### src/rtl/gpt_pkg.sv
package gpt_pkg;
  localparam int PS_W = 8;

  // MSB first: bit6 idle_stop .. bit0 en
  typedef struct packed {
    logic       idle_stop;
    logic [1:0] ps;
    logic       gate_en;
    logic       ext_sync;
    logic       clk_ext;
    logic       en;
  } ctrl_t;

  localparam int CTRL_W = $bits(ctrl_t);

  typedef enum logic [1:0] {
    SEL_COUNT  = 2'd0,
    SEL_PERIOD = 2'd1,
    SEL_CTRL   = 2'd2,
    SEL_NONE   = 2'd3
  } wsel_e;

  function automatic logic [PS_W-1:0] ps_last(input logic [1:0] ps);
    case (ps)
      2'b00:   ps_last = PS_W'(0);
      2'b01:   ps_last = PS_W'(7);
      2'b10:   ps_last = PS_W'(63);
      default: ps_last = PS_W'(255);
    endcase
  endfunction
endpackage

### src/rtl/gpt_regs.sv
module gpt_regs
  import gpt_pkg::*;
#(
  parameter int CW = 16
) (
  input  logic          clk_i,
  input  logic          rst_ni,
  input  logic          wr_en_i,
  input  logic [1:0]    wr_sel_i,
  input  logic [CW-1:0] wr_data_i,
  output ctrl_t         ctrl_o,
  output logic [CW-1:0] period_o,
  output logic          cnt_wr_o,
  output logic          ctrl_wr_o
);
  ctrl_t         ctrl_q;
  logic [CW-1:0] period_q;
  wsel_e         sel;

  assign sel       = wsel_e'(wr_sel_i);
  assign cnt_wr_o  = wr_en_i && (sel == SEL_COUNT);
  assign ctrl_wr_o = wr_en_i && (sel == SEL_CTRL);

  always_ff @(posedge clk_i or negedge rst_ni) begin
    if (!rst_ni) begin
      ctrl_q   <= '0;
      period_q <= '1;
    end else if (wr_en_i) begin
      if (sel == SEL_PERIOD) period_q <= wr_data_i;
      if (sel == SEL_CTRL)   ctrl_q   <= ctrl_t'(wr_data_i[CTRL_W-1:0]);
    end
  end

  assign ctrl_o   = ctrl_q;
  assign period_o = period_q;
endmodule

### src/rtl/gpt_src.sv
module gpt_src
  import gpt_pkg::*;
(
  input  logic  clk_i,
  input  logic  rst_ni,
  input  ctrl_t ctrl_i,
  input  logic  ext_i,
  input  logic  idle_i,
  input  logic  sleep_i,
  output logic  tick_o,
  output logic  gate_end_o
);
  logic ext_q, rise, fall, raw, idle_hold, sleep_hold;

  always_ff @(posedge clk_i or negedge rst_ni) begin
    if (!rst_ni) ext_q <= 1'b0;
    else         ext_q <= ext_i;
  end

  assign rise = ext_i & ~ext_q;
  assign fall = ~ext_i & ext_q;

  always_comb begin
    if (ctrl_i.clk_ext)      raw = rise;
    else if (ctrl_i.gate_en) raw = ext_i;
    else                     raw = 1'b1;
  end

  assign idle_hold  = idle_i & ctrl_i.idle_stop;
  // sleep keeps only the unsynchronized external source alive
  assign sleep_hold = sleep_i & ~(ctrl_i.clk_ext & ~ctrl_i.ext_sync);
  assign tick_o     = ctrl_i.en & raw & ~idle_hold & ~sleep_hold;
  assign gate_end_o = ctrl_i.en & ctrl_i.gate_en & ~ctrl_i.clk_ext & fall;
endmodule

### src/rtl/gpt_prescale.sv
module gpt_prescale
  import gpt_pkg::*;
(
  input  logic       clk_i,
  input  logic       rst_ni,
  input  logic       en_i,
  input  logic       clr_i,
  input  logic [1:0] ps_i,
  input  logic       tick_i,
  output logic       tick_o
);
  logic [PS_W-1:0] cnt_q;
  logic            term;

  assign term   = (cnt_q == ps_last(ps_i));
  assign tick_o = tick_i & term;

  always_ff @(posedge clk_i or negedge rst_ni) begin
    if (!rst_ni)            cnt_q <= '0;
    else if (clr_i && en_i) cnt_q <= '0;   // halted prescaler ignores clears
    else if (tick_i)        cnt_q <= term ? '0 : cnt_q + 1'b1;
  end
endmodule

### src/rtl/gpt_core.sv
module gpt_core #(
  parameter int CW = 16
) (
  input  logic          clk_i,
  input  logic          rst_ni,
  input  logic          tick_i,
  input  logic          cnt_wr_i,
  input  logic [CW-1:0] wr_data_i,
  input  logic [CW-1:0] period_i,
  input  logic          flag_clr_i,
  output logic [CW-1:0] count_o,
  output logic          match_o,
  output logic          flag_o
);
  logic [CW-1:0] count_q;
  logic          match_set, match_q, flag_q;

  assign match_set = tick_i & ~cnt_wr_i & (count_q == period_i);

  always_ff @(posedge clk_i or negedge rst_ni) begin
    if (!rst_ni) begin
      count_q <= '0;
      match_q <= 1'b0;
      flag_q  <= 1'b0;
    end else begin
      if (cnt_wr_i)    count_q <= wr_data_i;
      else if (tick_i) count_q <= match_set ? '0 : count_q + 1'b1;
      match_q <= match_set;
      flag_q  <= match_set | (flag_q & ~flag_clr_i);
    end
  end

  assign count_o = count_q;
  assign match_o = match_q;
  assign flag_o  = flag_q;
endmodule

### src/rtl/gp_timer.sv
module gp_timer
  import gpt_pkg::*;
#(
  parameter int CW = 16
) (
  input  logic          clk_i,
  input  logic          rst_ni,
  input  logic          wr_en_i,
  input  logic [1:0]    wr_sel_i,
  input  logic [CW-1:0] wr_data_i,
  input  logic          flag_clr_i,
  input  logic          ext_i,
  input  logic          idle_i,
  input  logic          sleep_i,
  output logic [CW-1:0] count_o,
  output logic          match_o,
  output logic          flag_o,
  output logic          gate_end_o
);
  ctrl_t         ctrl;
  logic [CW-1:0] period;
  logic          cnt_wr, ctrl_wr, src_tick, ps_tick;
  logic          ctl_en, ctl_idle_stop;

  assign ctl_en        = ctrl.en;
  assign ctl_idle_stop = ctrl.idle_stop;

  gpt_regs #(.CW(CW)) u_regs (
    .clk_i, .rst_ni, .wr_en_i, .wr_sel_i, .wr_data_i,
    .ctrl_o(ctrl), .period_o(period), .cnt_wr_o(cnt_wr), .ctrl_wr_o(ctrl_wr)
  );

  gpt_src u_src (
    .clk_i, .rst_ni, .ctrl_i(ctrl), .ext_i, .idle_i, .sleep_i,
    .tick_o(src_tick), .gate_end_o
  );

  gpt_prescale u_ps (
    .clk_i, .rst_ni, .en_i(ctrl.en), .clr_i(cnt_wr | ctrl_wr),
    .ps_i(ctrl.ps), .tick_i(src_tick), .tick_o(ps_tick)
  );

  gpt_core #(.CW(CW)) u_core (
    .clk_i, .rst_ni, .tick_i(ps_tick), .cnt_wr_i(cnt_wr), .wr_data_i,
    .period_i(period), .flag_clr_i, .count_o, .match_o, .flag_o
  );
endmodule

### config.mk
export PLATFORM = sky130hd
export DESIGN_NAME = gp_timer
export DESIGN_NICKNAME = d
export VERILOG_FILES = /design/src/rtl/gpt_pkg.sv /design/src/rtl/gpt_regs.sv /design/src/rtl/gpt_src.sv /design/src/rtl/gpt_prescale.sv /design/src/rtl/gpt_core.sv /design/src/rtl/gp_timer.sv
export SDC_FILE = /design/constraint.sdc
export NUM_CORES = 1
export LEC_CHECK = 0
export ABC_CLOCK_PERIOD_IN_PS = 6210
export BUFFER_PORTS_ARGS = -buffer_cell sky130_fd_sc_hd__buf_2
export CORE_MARGIN = 2
export CORE_UTILIZATION = 51
export CTS_BUF_LIST = sky130_fd_sc_hd__clkbuf_4
export DETAILED_ROUTE_END_ITERATION = 7
export GPL_TIMING_DRIVEN = 0
export PLACE_DENSITY = 0.71
export SLEW_MARGIN = 15
export SYNTH_ARGS = -nofsm -noshare
export SYNTH_HDL_FRONTEND = slang
export SYNTH_HIERARCHICAL = 1
export SYNTH_SLANG_ARGS = --single-unit
### constraint.sdc
create_clock -name clk_i -period 6.21 [get_ports clk_i]
set_input_delay 0.621 -clock clk_i [delete_from_list [all_inputs] [get_ports clk_i]]
set_output_delay 0.621 -clock clk_i [all_outputs]
set_load 0.02 [all_outputs]
== Yosys cells after proc, flatten, opt, wreduce, memory -nomap -nowiden ==
Cells that the tools add are included.

* Bits in registers: 50
* Bits of input ports: 25
* Output and inout bits: 19
* Word-level logic and storage cells: 64

* $add $sub $neg: 2
* Equal/unequal tests: 6
* Muxes and demuxes: 9
* Bitwise operators: 26
* Reductions and logical operators: 9

{| class="wikitable"
|+ Operators with widths
! kind !! number
|-
| 2-to-1 mux 16 bit || 3
|-
| 2-to-1 mux 8 bit || 3
|-
| case mux 8 bit (3 select lines) || 1
|-
| adder 16 x 1 -> 16 bit (second input constant) || 1
|-
| == test 16 bit || 1
|-
| bitwise AND 1 bit || 15
|-
| NOT 1 bit || 9
|-
| adder 8 x 1 -> 8 bit (second input constant) || 1
|-
| == test 8 bit || 1
|-
| == test 2 x 1 -> 1 bit (second input constant) || 2
|-
| == test 2 bit (second input constant) || 2
|-
| logical NOT 2 bit || 2
|-
| AND reduction 2 bit || 2
|-
| nonzero test 2 bit || 2
|-
| logical AND 1 bit || 3
|-
| 2-to-1 mux 1 bit || 2
|-
| OR 1 bit || 2
|}

== Depth between registers and ports, before layout ==
Gate-level depths: netlist (run 1).

* Word-level depth: 12
* Mapped depth: 10
* Depth with buffers taken out: 10

== Modules after synthesis ==
Netlist (run 1), hierarchy kept.

{| class="wikitable"
|+ Modules (own cells, without submodules)
! module !! instances !! cells each !! area an instance (um^2) !! sequential area each (um^2)
|-
| gpt_core || 1 || 137 || 1308.8 || 450.4
|-
| gpt_regs || 1 || 51 || 945.9 || 595.6
|-
| gpt_prescale || 1 || 55 || 489.2 || 200.2
|-
| gpt_src || 1 || 9 || 78.8 || 25.0
|-
| gp_timer || 1 || 1 || 6.3 || 0.0
|}

== Worst setup path before layout (run 1) ==
Ideal clock, no wire load.

* Kind: input -> register
* From: input port ext_i
* To: register u_core.count_q[8], in the netlist u_core/count_o[8]
* Library setup time: 73 ps
* Arrival time: 2245 ps
* Required time: 6137 ps
* Path slack: 3892 ps
* Stages: 9
* Path buffers: 0
* Cell sequence: or2b_1 > a221oi_2 > inv_1 > nor2_1 > and3_1 > nand3_1 > xor2_1 > o21ai_0 > nor2b_1

* Word-level cells in the longest chain between the ends: 11
* Elaborated cells on any way between the ends: 13
* Those cells by class: 5 x mux; 7 x bitwise; 1 x reduce/logical

{| class="wikitable"
|+ RTL lines
! element !! line !! source
|-
| start: declaration || gp_timer.sv:12 || <nowiki>input logic ext_i,</nowiki>
|-
| 2-to-1 mux 1 bit or bitwise AND 1 bit (tied branches) || gpt_src.sv:25, gpt_src.sv:20 ||
|-
| 2-to-1 mux 1 bit (*) || gpt_src.sv:24 || <nowiki>if (ctrl_i.clk_ext) raw = rise;</nowiki>
|-
| bitwise AND 1 bit (*) (3 in a row) || gpt_src.sv:32 || <nowiki>assign tick_o = ctrl_i.en & raw & ~idle_hold & ~sleep_hold;</nowiki>
|-
| named net src_tick || gp_timer.sv:22 || <nowiki>logic cnt_wr, ctrl_wr, src_tick, ps_tick;</nowiki>
|-
| bitwise AND 1 bit (*) || gpt_prescale.sv:16 || <nowiki>assign tick_o = tick_i & term;</nowiki>
|-
| named net ps_tick || gp_timer.sv:22 ||
|-
| bitwise AND 1 bit (2 in a row) || gpt_core.sv:18 || <nowiki>assign match_set = tick_i & ~cnt_wr_i & (count_q == period_i);</nowiki>
|-
| 2-to-1 mux 16 bit (2 in a row) || gpt_core.sv:27 || <nowiki>else if (tick_i) count_q <= match_set ? '0 : count_q + 1'b1;</nowiki>
|-
| 2-to-1 mux 16 bit || gpt_core.sv:26 || <nowiki>if (cnt_wr_i) count_q <= wr_data_i;</nowiki>
|-
| end signal: assignment || gpt_core.sv:26 ||
|-
| end signal: assignment || gpt_core.sv:27 ||
|-
| end: declaration || gpt_core.sv:15 || <nowiki>logic [CW-1:0] count_q;</nowiki>
|}

The timed path passes the listed nets; every way through them passes the cells marked *. The select of a mux whose other input is x is not followed.
A chain may end at the register's enable or synchronous reset.

== Worst setup path after layout (run 1) ==
* From: register u_ps.cnt_q[0]
* To: register u_core.count_q[0], in the netlist u_core/count_o[0]

* Word-level cells in the longest chain between the ends: 7
* Elaborated cells on any way between the ends: 8
* Those cells by class: 1 x eq/ne; 3 x mux; 3 x bitwise; 1 x reduce/logical

{| class="wikitable"
|+ RTL lines
! element !! line !! source
|-
| start: declaration || gpt_prescale.sv:12 || <nowiki>logic [PS_W-1:0] cnt_q;</nowiki>
|-
| start signal: assignment || gpt_prescale.sv:21 || <nowiki>else if (tick_i) cnt_q <= term ? '0 : cnt_q + 1'b1;</nowiki>
|-
| == test 8 bit (*) || gpt_prescale.sv:15 || <nowiki>assign term = (cnt_q == ps_last(ps_i));</nowiki>
|-
| bitwise AND 1 bit (*) || gpt_prescale.sv:16 ||
|-
| named net ps_tick || gp_timer.sv:22 ||
|-
| bitwise AND 1 bit (2 in a row) || gpt_core.sv:18 ||
|-
| 2-to-1 mux 16 bit (2 in a row) || gpt_core.sv:27 ||
|-
| 2-to-1 mux 16 bit || gpt_core.sv:26 ||
|}

Marks and branches as above.

==> qor.yml, run 1 <==
clocking:
  htree_levels: 2
  clk_pin_slew_ns: 0.14
  cts_buffers: 5
  cts_tree: "done"
  clock_latency_ns: 0.37
  cts.sinks: 50
  hold_buffers: 0
  cts_setup_buffers: 0
  cts-root-buf: "clkbuf_4"
  cts_buffer_depth: 2
  post_cts_resized: 0
floorplanning:
  row_count: 27
  die_area_mm2: 0.006159
  design.core.area_mm2: 0.005439
  initial_utilization_pct: 52.01
  die_x_um: 78.48
  io_pins: 44
  die_h_um: 78.48
power:
  swShare_pct: 37.03
  leakagePower_nw: 1.453
  p_int_mw: 0.5907
  vdd_drop_max_uv: 134.5
  p_seq_share_pct: 51.6
  power.net_switching_mw: 0.3474
  p_comb_share_pct: 32.8
  powerDensity_mw_per_mm2: 294.0
  clkPwrFrac_pct: 15.5
  power_mw: 0.9381
finish:
  drive_gt1_share_pct: 38.49
  area_growth_pct: 12.78
  final_util_pct: 58.66
  n_antenna_cell: 0
  final_common_cell: "buf_2"
  fin_area_mm2: 0.003191
  instances_no_fill: 376
  final_cell_mix: "43 x buf_2, 34 x dfrtp_1, 28 x xor2_1, 16 x nand2_1, 16 x dfstp_2"
  final_nets: 330
global_route:
  grt_pass1_wl_mm: 9.922
  grt_max_degree: 51
  grt-ovfl-total: 0
  grt_pass1_vias: 1991
  grt_antenna_before_repair: 0
  grt_usage_pct: 21.08
synthesis:
  synth_edf_count: 0
  ys.warnings.count: 6
  synth.largest_area_cell: "dfrtp_1"
  syn_nets: 280
  ys_ff_latch: 50
  synthesis.area_mm2: 0.002829
  synth_seq_area_share_pct: 44.94
  yosysTopAreaCellShare_pct: 30.08
  syn_avg_cell_area_um2: 11.18
  synth.area.top_cells: "dfrtp_1 30%, dfstp_2 15%, xor2_1 8.7%"
  ys.flop_type: "dfrtp_1"
  netlist_instances: 253
  async_flop_share_pct: 100.0
  synth_cell_type_count: 47
route:
  drc: 0
  drt-vias-per-instance: 5.465
  drt_iter0_drc: 103
  final_antenna_net_count: 0
  wirelength_mm: 5.975
  dr.pass1.iters: 4
  vias: 2055
  wl_per_cell_um: 15.89
sta:
  period_share_pct: 42.07
  rsz0062_at_grt: "no"
  post-route-min-period_ns: 2.613
  setup_slack_ns: 3.597
  hold_violations: 0
  setup-tns-final_ns: 0
  maxSlewViolCount: 0
  skew_ns: 0.01303
  clock.fmax_ghz: 0.3827
  max_slew_margin_pct: 58.96
  whs_ns: 0.2454
  worst_pin_slew_ns: 0.6156
  finalSetupViolCount: 0
setup_path:
  worstReg2RegEnd: "u_core/count_o[0]$_DFFE_PN0P_"
  r2r_cells: 7
  criticalPathCategory: "flop to flop"
  r2r_slack_ns: 3.60
  crit_required_ns: 6.51
  start_kind: "flop"
  endpoint_kind: "flop"
  reg2reg_from: "u_ps/cnt_q[0]$_DFFE_PN0P_"
  crit_fanout: 10
  critPathArrivalTime_ns: 2.92
run:
  maxCapViolCount: 0
place:
  dp_slack_ns: 3.438
  placed_cell_area_mm2: 0.003134
  hpwl_mm: 4.438
  routabilityCongestion: 0.8372
  place_inst: 368
  port_buffers: 43
worst_hold_path:
  hold_class: "primary input to async pin"
status:
  status: "completed"
==> routing by layer <==
metal	track usage [%]	share of wire (%)	vias up
met2	32.50	47	40
met4	7.018	1.1	0
met3	5.057	4.2	6
met5	0	0	-
li1	-	-	1000
met1	29.35	48	1009
==> synthesized netlist by cell type (3+ instances only) <==
cell type	n
a21oi_1	14
a22oi_1	3
and3_1	5
clkbuf_1	5
dfrtp_1	34
dfstp_2	16
inv_1	7
mux2_2	13
mux2_4	10
nand2_1	16
nand3_1	11
nand4_1	6
nor2_1	12
nor2b_1	3
nor3b_1	11
nor4_2	3
o21ai_0	5
o21ai_2	11
xnor2_1	6
xor2_1	28
==> registers in the layout, summed over array words and instances (netlist names) <==
signal	count
u_core/count_o	16
u_core/flag_o	1
u_core/match_o	1
u_ps/cnt_q	8
u_regs/ctrl_o	7
u_regs/period_o	16
u_src/ext_q	1
==> layout make-up <==
class                      instances  area (µm²)
sequential                        50        1271
multi-input combinational        188        1485
fill                             493        2248
buffer                             8       46.29
clock inverter                     2       8.758
inverter                           7       26.28
clock buffer                       6       45.04
tap                               72       90.09
timing repair buffer              43       217.7
==> cell families (layout without fill, tap and decap cells) <==
kind of cell / Yosys count / after routing / synth area share [%]
and+or+nand+nor: 85 / 85 / 18.93
adders and majority gates: 2 / 2 / 0.8844
DFF: 50 / 50 / 44.94
buffers and inverters: 15 / 66 / 2.565
AOI/OAI and AO/OA: 43 / 43 / 11.10
xor gates and xnor gates: 35 / 35 / 11.10
muxes: 23 / 23 / 10.48
==> power by group through the flow <==
| stage | sequential, mW | clock, mW | combinational, mW |
|---|---|---|---|
| floorplan | 0.504 | 0 | 0.197 |
| global placement | 0.486 | 0 | 0.302 |
| detailed placement | 0.490 | 0 | 0.309 |
| CTS | 0.484 | 0.153 | 0.311 |
| global route | 0.497 | 0.165 | 0.340 |
| finish | 0.484 | 0.146 | 0.308 |
==> worst max-delay path, cell delays in order (launching register included) <==
cell,delay [ns]
dfrtp_1,0.47
or4_1,0.54
a211oi_2,0.24
o22ai_2,0.16
nor2_1,0.30
clkbuf_1,0.43
o311ai_0,0.25
a21oi_1,0.16
==> how the worst max path moves through the flow <==
stage,from,endpoint,slack (ns),cells after the start
after floorplan,ext_i,u_core/count_o[8]$_DFFE_PN0P_,3.89,9
after global placement,ext_i,u_core/count_o[0]$_DFFE_PN0P_,3.47,8
after detailed placement,ext_i,u_core/count_o[0]$_DFFE_PN0P_,3.44,8
after CTS,u_ps/cnt_q[0]$_DFFE_PN0P_,u_core/count_o[0]$_DFFE_PN0P_,3.56,7
after global routing,u_ps/cnt_q[0]$_DFFE_PN0P_,u_core/count_o[8]$_DFFE_PN0P_,3.33,9
final,u_ps/cnt_q[0]$_DFFE_PN0P_,u_core/count_o[0]$_DFFE_PN0P_,3.60,7
Note: power is estimated with default switching activity, not from simulation.
==> inputs of run 2 (changes only) <==
--- a/config.mk
+++ b/config.mk
@@ -5,7 +5,7 @@
 export SDC_FILE = /design/constraint.sdc
 export NUM_CORES = 1
 export LEC_CHECK = 0
-export ABC_CLOCK_PERIOD_IN_PS = 6210
+export ABC_CLOCK_PERIOD_IN_PS = 2500
 export BUFFER_PORTS_ARGS = -buffer_cell sky130_fd_sc_hd__buf_2
 export CORE_MARGIN = 2
 export CORE_UTILIZATION = 51
==> constraint.sdc (replaced) <==
create_clock -name clk_i -period 2.5 [get_ports clk_i]
set_input_delay 0.25 -clock clk_i [delete_from_list [all_inputs] [get_ports clk_i]]
set_output_delay 0.25 -clock clk_i [all_outputs]
set_load 0.02 [all_outputs]
==> run 2 against run 1 <==
Effect of this change:
- clock power is 150% higher
- core utilization grew 1.7 points
- die area did not move
- first-iteration DRC count down 0.97%
- sequential power rose by 150%
- sequential cell count stayed put
- critical endpoint is now u_core/count_o[2]$_DFFE_PN0P_
- largest cell class unchanged
==> qor.yml, run 2 (synthesis gave the netlist of run 1 again) <==
worst_hold_path:
  hold_class: "primary input to flop"
  holdPathStages: 3
  holdPathEnd: "u_core/count_o[10]$_DFFE_PN0P_"
  min-delay-start: "wr_data_i[10]"
route:
  dr.pass1.iters: 4  # unchanged
  drc: 0  # unchanged
  drt_iter0_drc: 102  # -0.97%
  drt-vias-per-instance: 5.534  # +1.3%
  final_antenna_net_count: 0  # unchanged
  wl_per_cell_um: 16.09  # +1.2%
  vias: 2125  # +3.4%
  wirelength_mm: 6.177  # +3.4%
sta:
  hold_violations: 0  # unchanged
  worst_pin_slew_ns: 0.6305  # +0.01496 ns
  period_share_pct: 95.54  # +53 points
  finalSetupViolCount: 0  # unchanged
  maxSlewViolCount: 0  # unchanged
  clock.fmax_ghz: 0.4187  # +9.4%
  skew_ns: 0.01420  # +0.001174 ns
  max_slew_margin_pct: 57.96  # -1.0 points
  post-route-min-period_ns: 2.389  # -0.2241 ns
setup_path:
  start_kind: "flop"
  worstReg2RegEnd: "u_core/count_o[2]$_DFFE_PN0P_"
  r2r_slack_ns: 0.11  # -3.49 ns
  crit_required_ns: 2.75  # -3.76 ns
  crit_fanout: 10  # unchanged
  reg2reg_from: "u_regs/ctrl_o[4]$_DFFE_PN0P_"
  critPathArrivalTime_ns: 2.64  # -0.28 ns
  endpoint_kind: "flop"
  r2r_cells: 9  # +2
  criticalPathCategory: "flop to flop"
place:
  routabilityCongestion: 0.8372  # unchanged
  hpwl_mm: 4.438  # unchanged
  port_buffers: 43  # unchanged
  place_inst: 368  # unchanged
floorplanning:
  initial_utilization_pct: 52.01  # unchanged
  die_x_um: 78.48  # unchanged
  die_h_um: 78.48  # unchanged
  die_area_mm2: 0.006159  # unchanged
  design.core.area_mm2: 0.005439  # unchanged
  row_count: 27  # unchanged
  io_pins: 44  # unchanged
finish:
  instances_no_fill: 384  # +2.1%
  drive_gt1_share_pct: 41.35  # +2.9 points
  multiInputGateArea_mm2: 0.001511  # +1.8%
  final_nets: 338  # +2.4%
  final_cell_mix: "43 x buf_2, 33 x dfrtp_1, 28 x xor2_1, 16 x nand2_1, 16 x dfstp_2"
  n_antenna_cell: 0  # unchanged
  fillCellCount: 480  # -2.6%
  area_growth_pct: 16.10
  final_common_cell: "buf_2"
  ff_latch_area_mm2: 0.001272  # about the same
power:
  leakagePower_nw: 1.490  # +2.5%
  vdd_drop_max_uv: 336.2  # +150%
  power_mw: 2.385  # +150%
  powerDensity_mw_per_mm2: 726.1  # +150%
run:
  maxCapViolCount: 0  # unchanged
clocking:
  cts_buffers: 5  # unchanged
  clk_pin_slew_ns: 0.14  # about the same
  cts_buffer_depth: 2  # unchanged
  cts-root-buf: "clkbuf_4"
  clock_latency_ns: 0.37  # about the same
  cts.sinks: 50  # unchanged
  cts_tree: "done"
  htree_levels: 2  # unchanged
global_route:
  grt-ovfl-total: 0  # unchanged
  grt_antenna_before_repair: 0  # unchanged
  grt_max_degree: 51  # unchanged
  grt_pass1_wl_mm: 9.929  # about the same
  grt_usage_pct: 21.10  # +0.025 points
  grt_pass1_vias: 1989  # -0.10%
status:
  status: "completed"
[run 2: cell count changes in the layout (fill, tap and decap cells not counted), sizes merged]
cell / previous run / this run
buf: 46 / 52
dlygate4sd3: 0 / 2
[run 2: worst max path at each step]
stage	from	to	slack [ns]	depth (start not counted)
3_5_place_dp	u_ps/cnt_q[0]$_DFFE_PN0P_	u_core/count_o[0]$_DFFE_PN0P_	-0.11	7
6_report	u_regs/ctrl_o[4]$_DFFE_PN0P_	u_core/count_o[2]$_DFFE_PN0P_	0.11	9
5_1_grt	u_regs/ctrl_o[4]$_DFFE_PN0P_	u_core/count_o[8]$_DFFE_PN0P_	-0.01	9
2_1_floorplan	u_ps/cnt_q[0]$_DFFE_PN0P_	u_core/count_o[8]$_DFFE_PN0P_	0.24	9
4_1_cts	u_ps/cnt_q[0]$_DFFE_PN0P_	u_core/count_o[8]$_DFFE_PN0P_	0.02	9
3_3_place_gp	u_ps/cnt_q[0]$_DFFE_PN0P_	u_core/count_o[0]$_DFFE_PN0P_	-0.07	7
[run 2: layout make-up]
type | instances | area share, %
Tap cell | 72 | 2.743
Buffer | 8 | 1.448
Inverter | 7 | 0.8000
Clock buffer | 6 | 1.371
Multi-Input combinational cell | 188 | 46.02
Clock inverter | 2 | 0.2667
Sequential cell | 50 | 38.74
Timing Repair Buffer | 51 | 8.610
[run 2: routing by layer]
metal | part of all wire, % | routed length (µm) | up-vias | track usage [%]
li1 | - | - | 1016 | -
met1 | 47 | 2910 | 1045 | 29.65
met2 | 47 | 2881 | 57 | 32.24
met3 | 5.1 | 313 | 7 | 5.057
met4 | 1.1 | 71 | 0 | 7.018
met5 | 0 | 0 | - | 0
[run 2: report_power, final]
part | switching [mW] | internal [mW]
Combinational | 0.439 | 0.382
Sequential | 0.200 | 1.00
Clock | 0.246 | 0.117
[run 2: what timing repair did]
| action | 4_1_cts | 5_1_grt |
|---|---|---|
| hold endpoints to repair | 1 | 34 |
| setup endpoints to repair | 14 | 13 |
| resized for setup | 2 | 7 |
| setup buffers | 0 | 6 |
| hold buffers | 1 | 1 |
| pin swaps | 0 | 3 |
[run 2: stage by stage]
stage / util [%] / hold slack [ns] / instance area, µm² / setup slack (ns) / TNS [ns]
finish: 60.39 / 0.09394 / 3284 / 0.1114 / 0
detailed placement: 57.63 / 0.3820 / 3134 / -0.1090 / -0.7674
global placement: 57.63 / 0.3787 / 3134 / -0.07386 / -0.4909
floorplan: - / -0.04559 / 2829 / 0.2360 / 0
global route: 60.39 / 0.09878 / 3284 / -0.01492 / -0.02155
CTS: 58.87 / 0.08072 / 3202 / 0.01818 / 0
[run 2: critical path, stage by stage, from the launching register on]
cell and delay (ns):
dfrtp_1 0.44, or4_4 0.54, a211oi_2 0.27, o22ai_4 0.16
nor2_4 0.18, buf_4 0.12, clkbuf_2 0.23, nor3b_1 0.08
a21oi_1 0.16, o21ai_2 0.09
==> inputs of run 3 (changes only) <==
--- a/config.mk
+++ b/config.mk
@@ -11,7 +11,7 @@
 export CORE_UTILIZATION = 51
 export CTS_BUF_LIST = sky130_fd_sc_hd__clkbuf_4
 export DETAILED_ROUTE_END_ITERATION = 7
-export GPL_TIMING_DRIVEN = 0
+export GPL_TIMING_DRIVEN = 1
 export PLACE_DENSITY = 0.71
 export SLEW_MARGIN = 15
 export SYNTH_ARGS = -nofsm -noshare
==> run 3 against run 2 <==
Effect of this change:
- via count down 0.56%
- non-clock buffer count up 2
- design area up 1.3%
- hold slack better by 0.014 ns
- clock-buffer cell count down 1
- sequential share of layout area down 0.55 points
- core utilization up 0.81 points
- critical path depth up 1
- clock power up 29%
- largest cell class unchanged
==> qor.yml, run 3 (synthesis gave the netlist of run 1 again) <==
status:
  status: "completed"
global_route:
  grt_usage_pct: 21.61  # +0.51 points
  grt_pass1_wl_mm: 10.24  # +3.1%
  grt-ovfl-total: 0  # unchanged
  grt_antenna_before_repair: 0  # unchanged
  grt_pass1_vias: 2049  # +3.0%
  grt_max_degree: 51  # unchanged
sta:
  clock.fmax_ghz: 0.4294  # +2.6%
  post-route-min-period_ns: 2.329  # -0.05981 ns
  skew_ns: 0.009875  # -0.004326 ns
  finalSetupViolCount: 0  # unchanged
  period_share_pct: 93.15  # -2.4 points
  max_slew_margin_pct: 57.88  # -0.083 points
  setup_slack_ns: 0.1712  # +0.05981 ns
  rsz0062_at_grt: "no"
  hold_violations: 0  # unchanged
  worst_pin_slew_ns: 0.6318  # +0.001244 ns
  setup-tns-final_ns: 0  # unchanged
  maxSlewViolCount: 0  # unchanged
finish:
  ff_latch_area_mm2: 0.001271  # about the same
  instances_no_fill: 386  # +0.52%
  final_cell_mix: "43 x buf_2, 34 x dfrtp_1, 28 x xor2_1, 16 x nand2_1, 16 x dfstp_2"
  fin_area_mm2: 0.003328  # +1.3%
  fillCellCount: 459  # -4.4%
  drive_gt1_share_pct: 42.68  # +1.3 points
  final_nets: 340  # +0.59%
  area_growth_pct: 17.65
  final_common_cell: "buf_2"
  multiInputGateArea_mm2: 0.001495  # -1.1%
  n_antenna_cell: 0  # unchanged
worst_hold_path:
  hold_class: "primary input to flop"
setup_path:
  start_kind: "flop"
  endpoint_kind: "flop"
  crit_fanout: 8  # -2
  criticalPathCategory: "flop to flop"
  critPathArrivalTime_ns: 2.65  # about the same
  crit_required_ns: 2.82  # +0.07 ns
route:
  drt_iter0_drc: 118  # +16%
  vias: 2113  # -0.56%
  drt-vias-per-instance: 5.474  # -1.1%
  wirelength_mm: 6.234  # +0.92%
  final_antenna_net_count: 0  # unchanged
  dr.pass1.iters: 4  # unchanged
  drc: 0  # unchanged
  wl_per_cell_um: 16.15  # +0.40%
place:
  dp_slack_ns: 0.09702  # +0.2060 ns
  routabilityCongestion: 0.8375  # about the same
  place_inst: 375  # +1.9%
  hpwl_mm: 4.449  # +0.26%
  port_buffers: 43  # unchanged
  placed_cell_area_mm2: 0.003218  # +2.7%
floorplanning:
  initial_utilization_pct: 52.01  # unchanged
  design.core.area_mm2: 0.005439  # unchanged
  io_pins: 44  # unchanged
  die_h_um: 78.48  # unchanged
  row_count: 27  # unchanged
  die_area_mm2: 0.006159  # unchanged
  die_x_um: 78.48  # unchanged
clocking:
  cts-root-buf: "clkbuf_4"
  clk_pin_slew_ns: 0.15  # about the same
  cts_buffers: 5  # unchanged
  cts_buffer_depth: 2  # unchanged
  clock_latency_ns: 0.37  # about the same
  cts_tree: "done"
  cts.sinks: 50  # unchanged
  htree_levels: 2  # unchanged
run:
  maxCapViolCount: 0  # unchanged
power:
  powerDensity_mw_per_mm2: 754.1  # +3.9%
  vdd_drop_max_uv: 407.0  # +21%
  leakagePower_nw: 1.536  # +3.1%
  power_mw: 2.510  # +5.2%
-- run 3: routing by layer --
| layer | GRT usage, % | wire (µm) | up-vias |
|---|---|---|---|
| met4 | 5.965 | 38 | 0 |
| li1 | - | - | 1027 |
| met1 | 29.84 | 2928 | 1026 |
| met3 | 4.253 | 311 | 4 |
| met5 | 0 | 0 | - |
| met2 | 34.91 | 2955 | 56 |
-- run 3: layout make-up --
class	instances	share of cell area (%)
Multi-Input combinational cell	188	44.92
Sequential cell	50	38.20
Timing Repair Buffer	61	11.05
Tap cell	72	2.707
Clock inverter	3	1.203
Clock buffer	5	1.128
Inverter	7	0.7895
-- run 3: power by group --
part           switching [mW]  leakage [nW]  total (mW)  internal, mW
Sequential              0.175         0.599        1.18          1.00
Combinational           0.464         0.892       0.864         0.401
Clock                   0.262        0.0450       0.470         0.208
Total                   0.902          1.54        2.51          1.61
-- run 3: critical path: stages, from the launching register on --
cell,delay [ns]
dfrtp_1,0.40
or4_1,0.54
a211oi_2,0.22
o22ai_2,0.11
nor2_2,0.15
buf_4,0.12
inv_1,0.08
nor2_1,0.12
o21ai_2,0.18
buf_4,0.23
o21ai_2,0.12
-- run 3: final timing paths --
check	startpoint	end	slack, ns	depth (start not counted)
max reg2reg	u_regs/ctrl_o[4]$_DFFE_PN0P_	u_core/count_o[4]$_DFFE_PN0P_	0.17	10
max in group asynchronous	rst_ni	u_regs/ctrl_o[6]$_DFFE_PN0P_	1.59	3
min reg2reg	u_core/flag_o$_DFF_PN0_	u_core/flag_o$_DFF_PN0_	0.51	1
min in group asynchronous	rst_ni	u_ps/cnt_q[4]$_DFFE_PN0P_	0.49	3
min	wr_data_i[10]	u_core/count_o[10]$_DFFE_PN0P_	0.11	3
max	u_regs/ctrl_o[4]$_DFFE_PN0P_	u_core/count_o[4]$_DFFE_PN0P_	0.17	10
-- run 3: stage by stage --
step	utilization, %	hold slack [ns]
6_report	61.19	0.1082
5_1_grt	61.19	0.09171
4_1_cts	60.96	0.09465
3_5_place_dp	59.17	0.3897
3_3_place_gp	59.17	0.3796
2_1_floorplan	-	-0.04559
-- run 3: what timing repair did --
item,4_1_cts,5_1_grt
buffers inserted,0,1
hold buffers,2,0
setup endpoints to repair,0,2
hold endpoints to repair,35,0
gates resized for setup,0,3
